`config.mk`:
```
export PLATFORM = sky130hd
export DESIGN_NAME = txt_line_sequencer
export DESIGN_NICKNAME = d
export VERILOG_FILES = /design/src/rtl/txseq_pkg.sv /design/src/rtl/txseq_edge.sv /design/src/rtl/txseq_cadence.sv /design/src/rtl/txseq_window.sv /design/src/rtl/txt_line_sequencer.sv
export SDC_FILE = /design/constraint.sdc
export NUM_CORES = 1
export LEC_CHECK = 0
export ABC_AREA = 1
export BUFFER_PORTS_ARGS = -buffer_cell sky130_fd_sc_hd__buf_2
export CORE_MARGIN = 3
export CORE_UTILIZATION = 58
export CTS_CLUSTER_SIZE = 10
export DETAILED_ROUTE_END_ITERATION = 12
export PLACE_DENSITY = 0.75
export SLEW_MARGIN = 0
export SYNTH_ARGS = -nofsm -noshare
export SYNTH_HDL_FRONTEND = slang
export SYNTH_SLANG_ARGS = --single-unit
```
`constraint.sdc`:
```
create_clock -name clk -period 9.6 [get_ports clk]
set_clock_uncertainty 0.2 [all_clocks]
set_input_delay 1.44 -clock clk [delete_from_list [all_inputs] [get_ports clk]]
set_output_delay 1.44 -clock clk [all_outputs]
set_load 0.02 [all_outputs]
```
`src/rtl/txseq_pkg.sv`:
```
package txseq_pkg;

  // A bit is short when its 1-based position within its group sits on the
  // stride grid that starts at `first`.
  function automatic bit is_short(input int unsigned pos0,
                                  input int unsigned first,
                                  input int unsigned stride);
    int unsigned p1;
    p1 = pos0 + 1;
    return (p1 >= first) && (((p1 - first) % stride) == 0);
  endfunction

  // Clocks needed to carry `nbits` bits with the repeating short/long cadence.
  function automatic int unsigned line_clocks(input int unsigned nbits,
                                              input int unsigned group,
                                              input int unsigned long_c,
                                              input int unsigned first,
                                              input int unsigned stride);
    int unsigned acc;
    acc = 0;
    for (int unsigned i = 0; i < nbits; i++)
      acc += is_short(i % group, first, stride) ? (long_c - 1) : long_c;
    return acc;
  endfunction

endpackage

```
`src/rtl/txseq_edge.sv`:
```
module txseq_edge (
  input  logic clk,
  input  logic rst_n,
  input  logic level_i,
  output logic rise_o
);
  logic level_q;

  // Resets high so that a level already high at reset release is not an edge.
  always_ff @(posedge clk) begin
    if (!rst_n) level_q <= 1'b1;
    else        level_q <= level_i;
  end

  assign rise_o = level_i & ~level_q;
endmodule

```
`src/rtl/txseq_cadence.sv`:
```
module txseq_cadence #(
  parameter int NUM_BITS     = 360,
  parameter int GROUP_BITS   = 37,
  parameter int LONG_CLKS    = 4,
  parameter int SHORT_FIRST  = 10,
  parameter int SHORT_STRIDE = 9
) (
  input  logic clk,
  input  logic rst_n,
  input  logic clear_i,
  input  logic arm_i,
  output logic bit_start_o,
  output logic last_end_o
);
  localparam int CNT_W = (LONG_CLKS > 2) ? $clog2(LONG_CLKS) : 1;
  localparam int POS_W = (GROUP_BITS > 2) ? $clog2(GROUP_BITS) : 1;
  localparam int IDX_W = (NUM_BITS > 2) ? $clog2(NUM_BITS) : 1;
  localparam logic [CNT_W-1:0] LAST_LONG  = CNT_W'(LONG_CLKS - 1);
  localparam logic [CNT_W-1:0] LAST_SHORT = CNT_W'(LONG_CLKS - 2);
  localparam logic [POS_W-1:0] POS_WRAP   = POS_W'(GROUP_BITS - 1);
  localparam logic [IDX_W-1:0] IDX_LAST   = IDX_W'(NUM_BITS - 1);

  logic             running_q;
  logic [CNT_W-1:0] cnt_q;
  logic [POS_W-1:0] pos_q;
  logic [IDX_W-1:0] idx_q;
  logic             short_w;
  logic             bit_end_w;

  assign short_w     = txseq_pkg::is_short(32'(pos_q), SHORT_FIRST, SHORT_STRIDE);
  assign bit_end_w   = running_q && (cnt_q == (short_w ? LAST_SHORT : LAST_LONG));
  assign bit_start_o = running_q && (cnt_q == '0);
  assign last_end_o  = bit_end_w && (idx_q == IDX_LAST);

  always_ff @(posedge clk) begin
    if (!rst_n || clear_i) begin
      running_q <= 1'b0;
      cnt_q     <= '0;
      pos_q     <= '0;
      idx_q     <= '0;
    end else if (arm_i) begin
      running_q <= 1'b1;
      cnt_q     <= '0;
      pos_q     <= '0;
      idx_q     <= '0;
    end else if (running_q) begin
      if (bit_end_w) begin
        cnt_q <= '0;
        if (idx_q == IDX_LAST) begin
          running_q <= 1'b0;
        end else begin
          idx_q <= idx_q + IDX_W'(1);
          pos_q <= (pos_q == POS_WRAP) ? '0 : pos_q + POS_W'(1);
        end
      end else begin
        cnt_q <= cnt_q + CNT_W'(1);
      end
    end
  end
endmodule

```
`src/rtl/txseq_window.sv`:
```
module txseq_window #(
  parameter int INS_OFFSET = 275,
  parameter int LINE_CLKS  = 1402,
  parameter int DLY_W      = 4,
  parameter int TICK_W     = 11
) (
  input  logic              active_i,
  input  logic [TICK_W-1:0] tick_i,
  input  logic [DLY_W-1:0]  dly_i,
  output logic              open_o
);
  logic [TICK_W-1:0] lo_w;
  logic [TICK_W-1:0] hi_w;

  assign lo_w   = TICK_W'(INS_OFFSET) - TICK_W'(dly_i);
  assign hi_w   = lo_w + TICK_W'(LINE_CLKS);
  assign open_o = active_i && (tick_i >= lo_w) && (tick_i < hi_w);
endmodule

```
`src/rtl/txt_line_sequencer.sv`:
```
module txt_line_sequencer #(
  parameter int INS_OFFSET   = 275,
  parameter int NUM_BITS     = 360,
  parameter int GROUP_BITS   = 37,
  parameter int LONG_CLKS    = 4,
  parameter int SHORT_FIRST  = 10,
  parameter int SHORT_STRIDE = 9,
  parameter int DLY_W        = 4
) (
  input  logic             clk,
  input  logic             rst_n,
  input  logic             enable,
  input  logic [DLY_W-1:0] src_delay,
  input  logic             hsync,
  input  logic             serial_in,
  output logic             req_o,
  output logic             bit_o,
  output logic             bit_valid_o,
  output logic             line_done_o
);
  localparam int LINE_CLKS = int'(txseq_pkg::line_clocks(NUM_BITS, GROUP_BITS,
                                   LONG_CLKS, SHORT_FIRST, SHORT_STRIDE));
  localparam int TICK_END  = INS_OFFSET + LINE_CLKS;
  localparam int TICK_W    = $clog2(TICK_END + 1);
  localparam logic [TICK_W-1:0] TICK_SAT = TICK_W'(TICK_END);
  localparam logic [TICK_W-1:0] ARM_TICK = TICK_W'(INS_OFFSET - 1);

  // Named internal events, used by the bound checker.
  logic              sync_rise_w;
  logic              arm_w;
  logic              bit_start_w;
  logic              last_end_w;
  logic              open_w;

  logic              active_q;
  logic [TICK_W-1:0] tick_q;
  logic [DLY_W-1:0]  dly_q;
  logic              done_q;
  logic              valid_q;
  logic              data_q;

  txseq_edge u_edge (
    .clk     (clk),
    .rst_n   (rst_n),
    .level_i (hsync),
    .rise_o  (sync_rise_w)
  );

  // Line clock counter; enable and delay are captured only at the sync edge.
  always_ff @(posedge clk) begin
    if (!rst_n) begin
      active_q <= 1'b0;
      tick_q   <= '0;
      dly_q    <= '0;
      done_q   <= 1'b0;
    end else begin
      done_q <= 1'b0;
      if (sync_rise_w) begin
        active_q <= enable;
        tick_q   <= '0;
        dly_q    <= src_delay;
      end else if (active_q) begin
        if (tick_q != TICK_SAT) tick_q <= tick_q + TICK_W'(1);
        if (last_end_w) begin
          active_q <= 1'b0;
          done_q   <= 1'b1;
        end
      end
    end
  end

  assign arm_w = active_q && !sync_rise_w && (tick_q == ARM_TICK);

  txseq_cadence #(
    .NUM_BITS     (NUM_BITS),
    .GROUP_BITS   (GROUP_BITS),
    .LONG_CLKS    (LONG_CLKS),
    .SHORT_FIRST  (SHORT_FIRST),
    .SHORT_STRIDE (SHORT_STRIDE)
  ) u_cadence (
    .clk         (clk),
    .rst_n       (rst_n),
    .clear_i     (sync_rise_w),
    .arm_i       (arm_w),
    .bit_start_o (bit_start_w),
    .last_end_o  (last_end_w)
  );

  txseq_window #(
    .INS_OFFSET (INS_OFFSET),
    .LINE_CLKS  (LINE_CLKS),
    .DLY_W      (DLY_W),
    .TICK_W     (TICK_W)
  ) u_window (
    .active_i (active_q),
    .tick_i   (tick_q),
    .dly_i    (dly_q),
    .open_o   (open_w)
  );

  // Sample the serial input on the first clock of every bit.
  always_ff @(posedge clk) begin
    if (!rst_n) begin
      valid_q <= 1'b0;
      data_q  <= 1'b0;
    end else begin
      valid_q <= bit_start_w && !sync_rise_w;
      if (bit_start_w) data_q <= serial_in;
    end
  end

  assign req_o       = open_w;
  assign bit_o       = data_q;
  assign bit_valid_o = valid_q;
  assign line_done_o = done_q;
endmodule

```
==> results of run 1 <==
## layout make-up
| cell class | count | area (µm²) | share of cell area, % |
|---|---|---|---|
| multi-input combinational | 441 | 2520 | 64.9 |
| sequential | 38 | 761 | 19.6 |
| inverter | 95 | 357 | 9.18 |
| tap | 75 | 93.8 | 2.42 |
| clock buffer | 7 | 86.3 | 2.22 |
| timing repair buffer | 12 | 60.1 | 1.55 |
| clock inverter | 1 | 5.00 | 0.129 |
## registers in the layout (all words and copies together), names as in the netlist
register and cells:
active_q 1, bit_o 1, bit_valid_o 1, dly_q 4, line_done_o 1, tick_q 11
u_cadence.cnt_q 2, u_cadence.idx_q 9, u_cadence.pos_q 6, u_cadence.running_q 1, u_edge.level_q 1
## metal layers
| layer | vias to the layer above | GRT usage (%) |
|---|---|---|
| li1 | 1902 | - |
| met1 | 1597 | 27.4 |
| met2 | 68 | 41.5 |
| met3 | 13 | 2.79 |
| met4 | 0 | 6.76 |
| met5 | - | 0 |
## where the power goes
group          internal (mW)  total (mW)  switching (mW)
combinational        0.00493      0.0139         0.00894
clock                 0.0579       0.112          0.0538
sequential             0.159       0.160         0.00109
## worst min-delay path: stages (launching register included)
cell	delay (ns)
dfxtp_1	0.31
nand2_1	0.06
a21oi_1	0.05
## metrics by stage
step	cell area (µm²)	cells	util, %	hold WS (ns)
2_1_floorplan	3690	582	-	0.239
6_report	3880	669	64.5	0.262
5_1_grt	3880	669	64.5	0.303
4_1_cts	3880	669	64.5	0.263
3_5_place_dp	3790	661	63.0	0.246
3_3_place_gp	3790	661	63.0	0.246
## final timing paths
| path | startpoint | slack, ns | cells after the start | to |
|---|---|---|---|---|
| min | bit_o | 0.26 | 2 | bit_o |
| max | u_cadence.pos_q[0] | 3.46 | 41 | u_cadence.pos_q[2] |
| max reg2reg | u_cadence.pos_q[0] | 3.46 | 41 | u_cadence.pos_q[2] |
| min reg2reg | bit_o | 0.26 | 2 | bit_o |
## cells by family after synthesis
logic type	count (synthesis)	synth area share (%)
xor+xnor	16	3.80
fa+ha+maj	34	11.5
flops	38	20.6
simple gates	326	43.0
compound gates	65	10.0
buf+inv	103	11.0
## cell usage in the layout (no fill, tap or decap), drive strengths merged, types with 3 or more instances in the layout
| cell | synthesis | final |
|---|---|---|
| a21oi | 30 | 30 |
| buf | 4 | 12 |
| clkbuf | 4 | 7 |
| dfxtp | 38 | 38 |
| ha | 34 | 34 |
| inv | 95 | 95 |
| nand2 | 166 | 166 |
| nand3 | 63 | 63 |
| nand4 | 24 | 24 |
| nor2 | 55 | 55 |
| nor3 | 13 | 13 |
| o21ai | 25 | 25 |
| xnor2 | 3 | 3 |
| xor2 | 13 | 13 |
==> metrics.md, run 1 <==
| Metric | Value |
|---|---|
| # Post-CTS Setup Buffers | 0 |
| Outcome | finished, final reports clean |
| CTS tree | built |
| EDFF count, synth | 0 |
| Setup violators final | 0 |
| Cell with the most instances after synthesis | nand2_1 |
| PnR worst setup slack | 3.46 ns |
| DR pass1 iterations | 5 |
| Largest area contributor in the netlist | dfxtp_1 |
| Slew HR | 53.6% |
| Sequential share of the synthesized area | 20.6% |
| Global-route total usage across every layer | 22.6% |
| Max stage delay on crit path | 0.55 ns |
| Most frequent CP cell | nand2_1 |
| Leakage | 1.94 nW |
| CP Launch Type | register |
| Initial Util | 61.2% |
| Row count | 28 |
| GR Overflow Total | 0 |
| Die Span Y | 85.7 µm |
| DPL Wire Length | 6.30 mm |
| Initial DRC count | 138 |
| Post-Syn Instances | 582 |
| CP required | 9.56 ns |
| Synthesis warning total | 0 |
| Cts repair resizes | 0 |
| Minimum clock period | 6.14 ns |
| Synthesized area | 3690 µm² |
| Highest routed metal layer | met4 |
| Synth Flop Type | dfxtp_1 |
| CTS root buf | clkbuf_8 |
| Post-synth top cells | nand2_1 (148), inv_1 (89), nand3_1 (55), nor2_1 (41), dfxtp_1 (38) |
| Wirelength per Cell | 11.9 µm |
| Post-synth ARST share | 0% |
| Vias in the first global route | 3366 |
| Clock buffer depth | 2 |
| Pre-CTS WS | 3.54 ns |
| Clk_lat worst skew | 0.29 ns |
| Share of layout cells above drive strength 1 | 12.3% |
| Pwr Density | 73.5 nW/µm² |
| Synth area leaders | dfxtp_1 (21%), nand2_1 (15%), ha_1 (12%), inv_1 (9.1%), nand3_1 (7.5%) |
| Post-synth top area share | 20.6% |
| DRT met1 WL | 3.72 mm |
| Clock sink count | 38 |
| # diodes | 0 |
| Count of hold buffers inserted by post-cts repair | 0 |
| RSZ-0062 raised after global routing | no |
| Setup crit end kind | register |
| Met2 Wirelength | 3.86 mm |
| GPL Wtd Cong | 0.904 |
| Die area | 7350 µm² |
| Mapped Avg Cell Area | 6.34 µm² |
| # port buffers | 12 |
| Wire length on met3 | 254 µm |
| Distinct cells, synth | 40 |
| Worst setup path class | reg -> reg |
| Crit-path slowest cell | dfxtp_1 |
| Crit Path Max Fanout | 11 |
| Syn_nets | 625 |
| Worst-Margin Slew | 0.695 ns |
| Die W | 85.7 µm |
| Area of the core | 6030 µm² |
| Htree depth | 2 |
| Seq cells post-synth | 38 |
| Final wirelength | 7.94 mm |
| Tcrit/Tclk final | 63.9% |
| First-pass GRT wire length | 14.0 mm |
| Fin nets | 636 |
| Worst hold path class | reg -> reg |
| Drt via density | 5.35 |
| Pwr Total | 285 µW |
| I/O pin count | 13 |
| Worst Path Arrival | 6.09 ns |
| Maximum clock rate | 163 MHz |
| Total vias in the final route | 3580 |
| Setup TNS | 0 ns |
| Total CTS buffers | 5 |
| Max-cap violations | 0 |
| # fillers | 586 |
| DRT antenna net count | 0 |
| Crit-path leading delay family | simple AND/OR/NAND/NOR gates |
| Final hold violations | 0 |
| Largest net degree at the start of global routing | 18 |
| Synth-to-layout area growth | 5.33% |
| Slew Viols, Final | 0 |
| Antenna violations before repair | 0 |
| Peak supply drop | 0.0952 mV |
| Clk pin slew, worst setup/hold paths | 0.07 ns |
| DRC Markers | 0 |
| Bufs and invs on worst path | 8 |
No activity file was read; power rests on OpenSTA's default activity.
==> run 2, diff against run 1 <==
==> constraint.sdc (replaced) <==
create_clock -name clk -period 6.05 [get_ports clk]
set_clock_uncertainty 0.2 [all_clocks]
set_input_delay 0.9075 -clock clk [delete_from_list [all_inputs] [get_ports clk]]
set_output_delay 0.9075 -clock clk [all_outputs]
set_load 0.02 [all_outputs]
==> run 2 against run 1 <==
  * Sequential power up 58%
  * Final cell count up 1.8%
  * Sequential share of layout area down 0.93 points
  * Design area up 5.7%
  * Global-route usage up 0.26 points
  * Hold slack better by 0.0015 ns
  * First-iteration DRC count up 12%
  * Register-to-register slack worse by 3.0 ns
  * Combinational power up 58%
  * Flip-flop and latch count unchanged
  * Maximum frequency up 10%
  * Utilization up 3.7 points
==> metrics.md, run 2 (synthesis results as in run 1) <==
| Metric | Value |
|---|---|
| Drt via density | 5.51 |
| Total vias in the final route | 3750 |
| DRT antenna net count | 0 |
| Fin nets | 648 |
| Clock sink count | 38 |
| Max-cap violations | 0 |
| Die Span Y | 85.7 µm |
| Most common cell after layout, fill and taps aside | nand2_1 |
| Min Hold Slack | 0.263 ns |
| Utilization after layout | 68.1% |
| Worst hold path class | reg -> reg |
| Row count | 28 |
| Vias in the first global route | 3353 |
| # diodes | 0 |
| Wirelength per Cell | 12.4 µm |
| Peak supply drop | 0.161 mV |
| DRC Markers | 0 |
| Max FFs per register | 11 |
| Hold path cells | 2 |
| DPL Wire Length | 6.29 mm |
| Placed Instances | 663 |
| Clk_lat worst skew | 0.29 ns |
| Leakage | 2.00 nW |
| Biggest regs | tick_q (11), u_cadence.idx_q (9), u_cadence.pos_q (6) |
| Setup crit end kind | register |
| Slew Viols, Final | 0 |
| Die W | 85.7 µm |
| GPL Wtd Cong | 0.910 |
| Clk pin slew, worst setup/hold paths | 0.07 ns |
| Pwr Density | 110 nW/µm² |
| # fillers | 574 |
| Final cell count without fillers | 681 |
| Area of the core | 6030 µm² |
| GR Overflow Total | 0 |
| Initial Util | 61.2% |
| Placed cell areas | 3810 µm² |
| Psw | 102 µW |
| FF-to-FF path depth | 42 |
| Maximum clock rate | 179 MHz |
| Clock network power share | 39.3% |
| CP Launch Type | register |
| Share of layout cells above drive strength 1 | 17.3% |
| Post-route cell area | 4110 µm² |
| Max stage delay on crit path | 0.38 ns |
| CP required | 6.02 ns |
| Net Sw Frac | 22.5% |
| Worst Path Arrival | 5.55 ns |
| Slew HR | 48.0% |
| CTS tree | built |
| Initial DRC count | 155 |
| Count of hold buffers inserted by post-cts repair | 0 |
| First-pass GRT wire length | 14.2 mm |
| # port buffers | 12 |
| Final hold violations | 0 |
| Clock buffer depth | 2 |
| Most frequent cells in the layout | nand2_1 (142), inv_1 (87), nand3_1 (51) |
| CTS root buf | clkbuf_8 |
| Sequential Power Share | 55.9% |
| Htree depth | 2 |
| Global-route total usage across every layer | 22.9% |
| Crit-path slowest cell | dfxtp_4 |
| Power Internal | 351 µW |
| Final wirelength | 8.44 mm |
| Die area | 7350 µm² |
| Outcome | finished, final reports clean |
| Worst setup path class | reg -> reg |
| DR pass1 iterations | 5 |
| I/O pin count | 13 |
| Largest net degree at the start of global routing | 18 |
| Minimum clock period | 5.58 ns |
| Logic pwr share | 4.8% |
| Crit Path Max Fanout | 7 |
| Tcrit/Tclk final | 92.3% |
| Most flops, register | tick_q |
| Antenna violations before repair | 0 |
| Synth-to-layout area growth | 11.3% |
| Worst-Margin Slew | 0.777 ns |
| Setup violators final | 0 |
| Total CTS buffers | 5 |
-- run 2: cell count changes in the layout (fill, tap and decap cells not counted), sizes merged --
cell,delta
nor2,+1
nand3,+1
nand4,+1
nand2,+1
buf,+8
-- run 2: final timing paths --
path | to | slack [ns] | startpoint
min reg2reg | bit_o | 0.26 | bit_o
max | u_cadence.pos_q[1] | 0.47 | u_cadence.pos_q[0]
min | bit_o | 0.26 | bit_o
max reg2reg | u_cadence.pos_q[1] | 0.47 | u_cadence.pos_q[0]
-- run 2: routing by layer --
| metal | part of all wire [%] | track usage [%] | routed length, µm |
|---|---|---|---|
| met5 | 0 | 0 | 0 |
| met4 | 1.7 | 7.48 | 144 |
| met3 | 4.3 | 3.27 | 359 |
| met2 | 50 | 41.2 | 4210 |
| met1 | 44 | 27.8 | 3730 |
-- run 2: power by group through the flow --
stage,sequential [mW],clock [mW],combinational (mW)
global route,0.253,0.191,0.0259
CTS,0.254,0.183,0.0220
floorplan,0.259,0,0.0154
detailed placement,0.259,0,0.0219
finish,0.253,0.178,0.0219
global placement,0.259,0,0.0212
-- run 2: what timing repair did --
action,CTS,global route
endpoints found under the setup margin,0,20
setup buffers,0,6
gates resized for setup,0,32
-- run 2: critical path, delay by kind of cell, from the launching register on --
family,cells,cell delay [ns]
adder cells (fa/ha/maj),4,0.77
buffers and inverters,3,0.27
flip-flops,1,0.38
AND/OR/NAND/NOR,35,3.82
-- run 2: final cells by class --
class | instances | area, µm² | area share [%]
multi-input combinational | 445 | 2680 | 65.2
sequential | 38 | 766 | 18.7
inverter | 95 | 357 | 8.69
timing repair buffer | 20 | 120 | 2.93
tap | 75 | 93.8 | 2.29
clock buffer | 7 | 86.3 | 2.10
clock inverter | 1 | 5.00 | 0.122
-- run 2: stage by stage --
step / power [mW] / setup slack (ns) / setup TNS (ns)
floorplan: 0.274 / 0.784 / 0
global placement: 0.281 / 0.354 / 0
detailed placement: 0.281 / 0.160 / 0
CTS: 0.458 / 0.115 / 0
global route: 0.470 / -0.127 / -1.94
finish: 0.453 / 0.468 / 0
==> run 3, diff against run 2 <==
--- a/config.mk
+++ b/config.mk
@@ -7,7 +7,7 @@
 export LEC_CHECK = 0
 export ABC_AREA = 1
 export BUFFER_PORTS_ARGS = -buffer_cell sky130_fd_sc_hd__buf_2
-export CORE_MARGIN = 3
+export CORE_ASPECT_RATIO = 0.8
 export CORE_UTILIZATION = 58
 export CTS_CLUSTER_SIZE = 10
 export DETAILED_ROUTE_END_ITERATION = 12
==> run 3 against run 2 <==
  * Sequential power barely moved
  * Via count fell by 1.0%
  * Utilization fell by 0.19 points
  * Largest power group is now clock
  * Highest routed layer unchanged
==> metrics.md, run 3 (synthesis results as in run 1) <==
| Metric | Value |
|---|---|
| Outcome | finished, final reports clean |
| Worst hold path class | reg -> reg |
| Total vias in the final route | 3712 |
| Share of layout cells above drive strength 1 | 15.9% |
| Fin nets | 647 |
| CP Launch Type | register |
| Worst setup path class | reg -> reg |
| Critical R2R Launch | u_cadence.pos_q[0] |
| Clock sink count | 38 |
| Pwr Total | 540 µW |
| DRT antenna net count | 0 |
| Most frequent CP cell | nand2_1 |
| RSZ-0062 raised after global routing | no |
| Worst-Margin Slew | 0.819 ns |
| Min Hold Slack | 0.264 ns |
| Max-cap violations | 0 |
| Crit Path Max Fanout | 8 |
| Total CTS buffers | 5 |
| Setup violators final | 0 |
| Antenna violations before repair | 0 |
| Peak supply drop | 0.116 mV |
| Placed Instances | 669 |
| Final cell count without fillers | 686 |
| Largest net degree at the start of global routing | 18 |
| CTS root buf | clkbuf_8 |
| Most flops, register | tick_q |
| GR Overflow Total | 0 |
| R2R Setup Slk | 0.52 ns |
| Clk pin slew, worst setup/hold paths | 0.08 ns |
| DR pass1 iterations | 5 |
| Htree depth | 2 |
| Setup crit end kind | register |
| DPL Wire Length | 6.26 mm |
| PnR worst setup slack | 0.518 ns |
| Crit-path slowest cell | dfxtp_4 |
| Maximum clock rate | 181 MHz |
| Vias in the first global route | 3190 |
| Tcrit/Tclk final | 91.4% |
| Pwr Density | 132 nW/µm² |
| Max FFs per register | 11 |
| Multi-input gate area | 2610 µm² |
| FF-to-FF path depth | 41 |
| CP required | 6.07 ns |
| Clock buffer depth | 2 |
| Most common cell after layout, fill and taps aside | nand2_1 |
| RR Endpoint | u_cadence.cnt_q[1] |
| # diodes | 0 |
| Synth-to-layout area growth | 11.2% |
| CTS tree | built |
| Worst Path Arrival | 5.56 ns |
| Minimum clock period | 5.53 ns |
| Die area | 6680 µm² |
| Post-route cell area | 4100 µm² |
| DRC Markers | 0 |
| Final hold violations | 0 |
| Pre-CTS WS | -0.0146 ns |
| Final wirelength | 8.38 mm |
| Leakage | 2.02 nW |
| GPL Wtd Cong | 0.909 |
| Max stage delay on crit path | 0.40 ns |
| Initial DRC count | 238 |
| Global-route total usage across every layer | 25.5% |
| Slew HR | 45.2% |
| Most frequent cells in the layout | nand2_1 (146), inv_1 (88), nand3_1 (52) |
| Wirelength per Cell | 12.2 µm |
| Clk_lat worst skew | 0.30 ns |
| # fillers | 567 |
| Biggest regs | tick_q (11), u_cadence.idx_q (9), u_cadence.pos_q (6) |
| Initial Util | 61.1% |
| Slew Viols, Final | 0 |
| Die Span Y | 73.3 µm |
| Placed cell areas | 3820 µm² |
| Drt via density | 5.41 |
| I/O pin count | 13 |
| Hold path cells | 2 |
| Die W | 91.2 µm |
| Hold Crit Start | bit_o |
| First-pass GRT wire length | 14.0 mm |
| Area of the core | 6040 µm² |
| Count of hold buffers inserted by post-cts repair | 0 |
| Hold Crit Endpoint | bit_o |
| Row count | 25 |
| Register area | 768 µm² |
| # port buffers | 12 |
run 3: cell count changes in the layout (fill, tap and decap cells not counted), moves of 2 or more:
cell       delta
bufinv_16     +2
nand2_1       +4
nand2_2       -3
nand2_4       -2
run 3: final cells by class:
class                   count  share of cell area [%]
multi-input cells         443                    63.6
inverters                  95                    8.69
repair buffers             21                    3.11
clock inverters             3                    1.68
flip-flops and latches     38                    18.7
well taps                  81                    2.47
clock buffers               5                    1.68
run 3: per-layer routing:
| metal | routed length, µm | GRT usage [%] | vias to the layer above |
|---|---|---|---|
| met3 | 413 | 5.90 | 5 |
| met5 | 0 | 0 | - |
| met2 | 3640 | 40.3 | 72 |
| li1 | - | - | 1936 |
| met4 | 34 | 3.35 | 0 |
| met1 | 4290 | 36.5 | 1699 |
run 3: power by group:
part	leakage [nW]	switching, mW	total, mW	internal [mW]
clock network	0.0683	0.0995	0.265	0.165
registers	0.308	0.00176	0.253	0.251
logic	1.64	0.0148	0.0226	0.00783
total	2.02	0.116	0.540	0.424
run 3: worst max-delay path, delay by kind of cell (launching register included):
family                     cells  cell delay, ns
AOI/OAI and AO/OA              2            0.28
adders and majority gates      4            0.81
buffers and inverters          5            0.39
DFF                            1            0.40
and+or+nand+nor               30            3.35
run 3: metrics by stage:
step	utilization, %	TNS [ns]
floorplan	-	0
global placement	63.2	0
detailed placement	63.2	-0.0307
CTS	65.5	0
global route	67.9	0
finish	67.9	0
run 3: worst max-delay path by stage:
stage	start	endpoint	slack, ns	cells after the start
after floorplan	u_cadence.pos_q[0]	u_cadence.idx_q[5]	0.78	43
after global placement	u_cadence.pos_q[0]	u_cadence.pos_q[5]	0.24	41
after detailed placement	u_cadence.pos_q[0]	u_cadence.pos_q[5]	-0.01	41
after CTS	u_cadence.pos_q[1]	u_cadence.pos_q[5]	0.09	41
after global routing	u_cadence.pos_q[0]	u_cadence.pos_q[0]	0.01	42
final	u_cadence.pos_q[0]	u_cadence.cnt_q[1]	0.52	41
run 3: what timing repair did:
item | in CTS | in global routing
gates cloned | 0 | 2
setup buffers | 0 | 7
gates resized for setup | 1 | 18
setup endpoints to repair | 14 | 20
pin swaps | 0 | 4
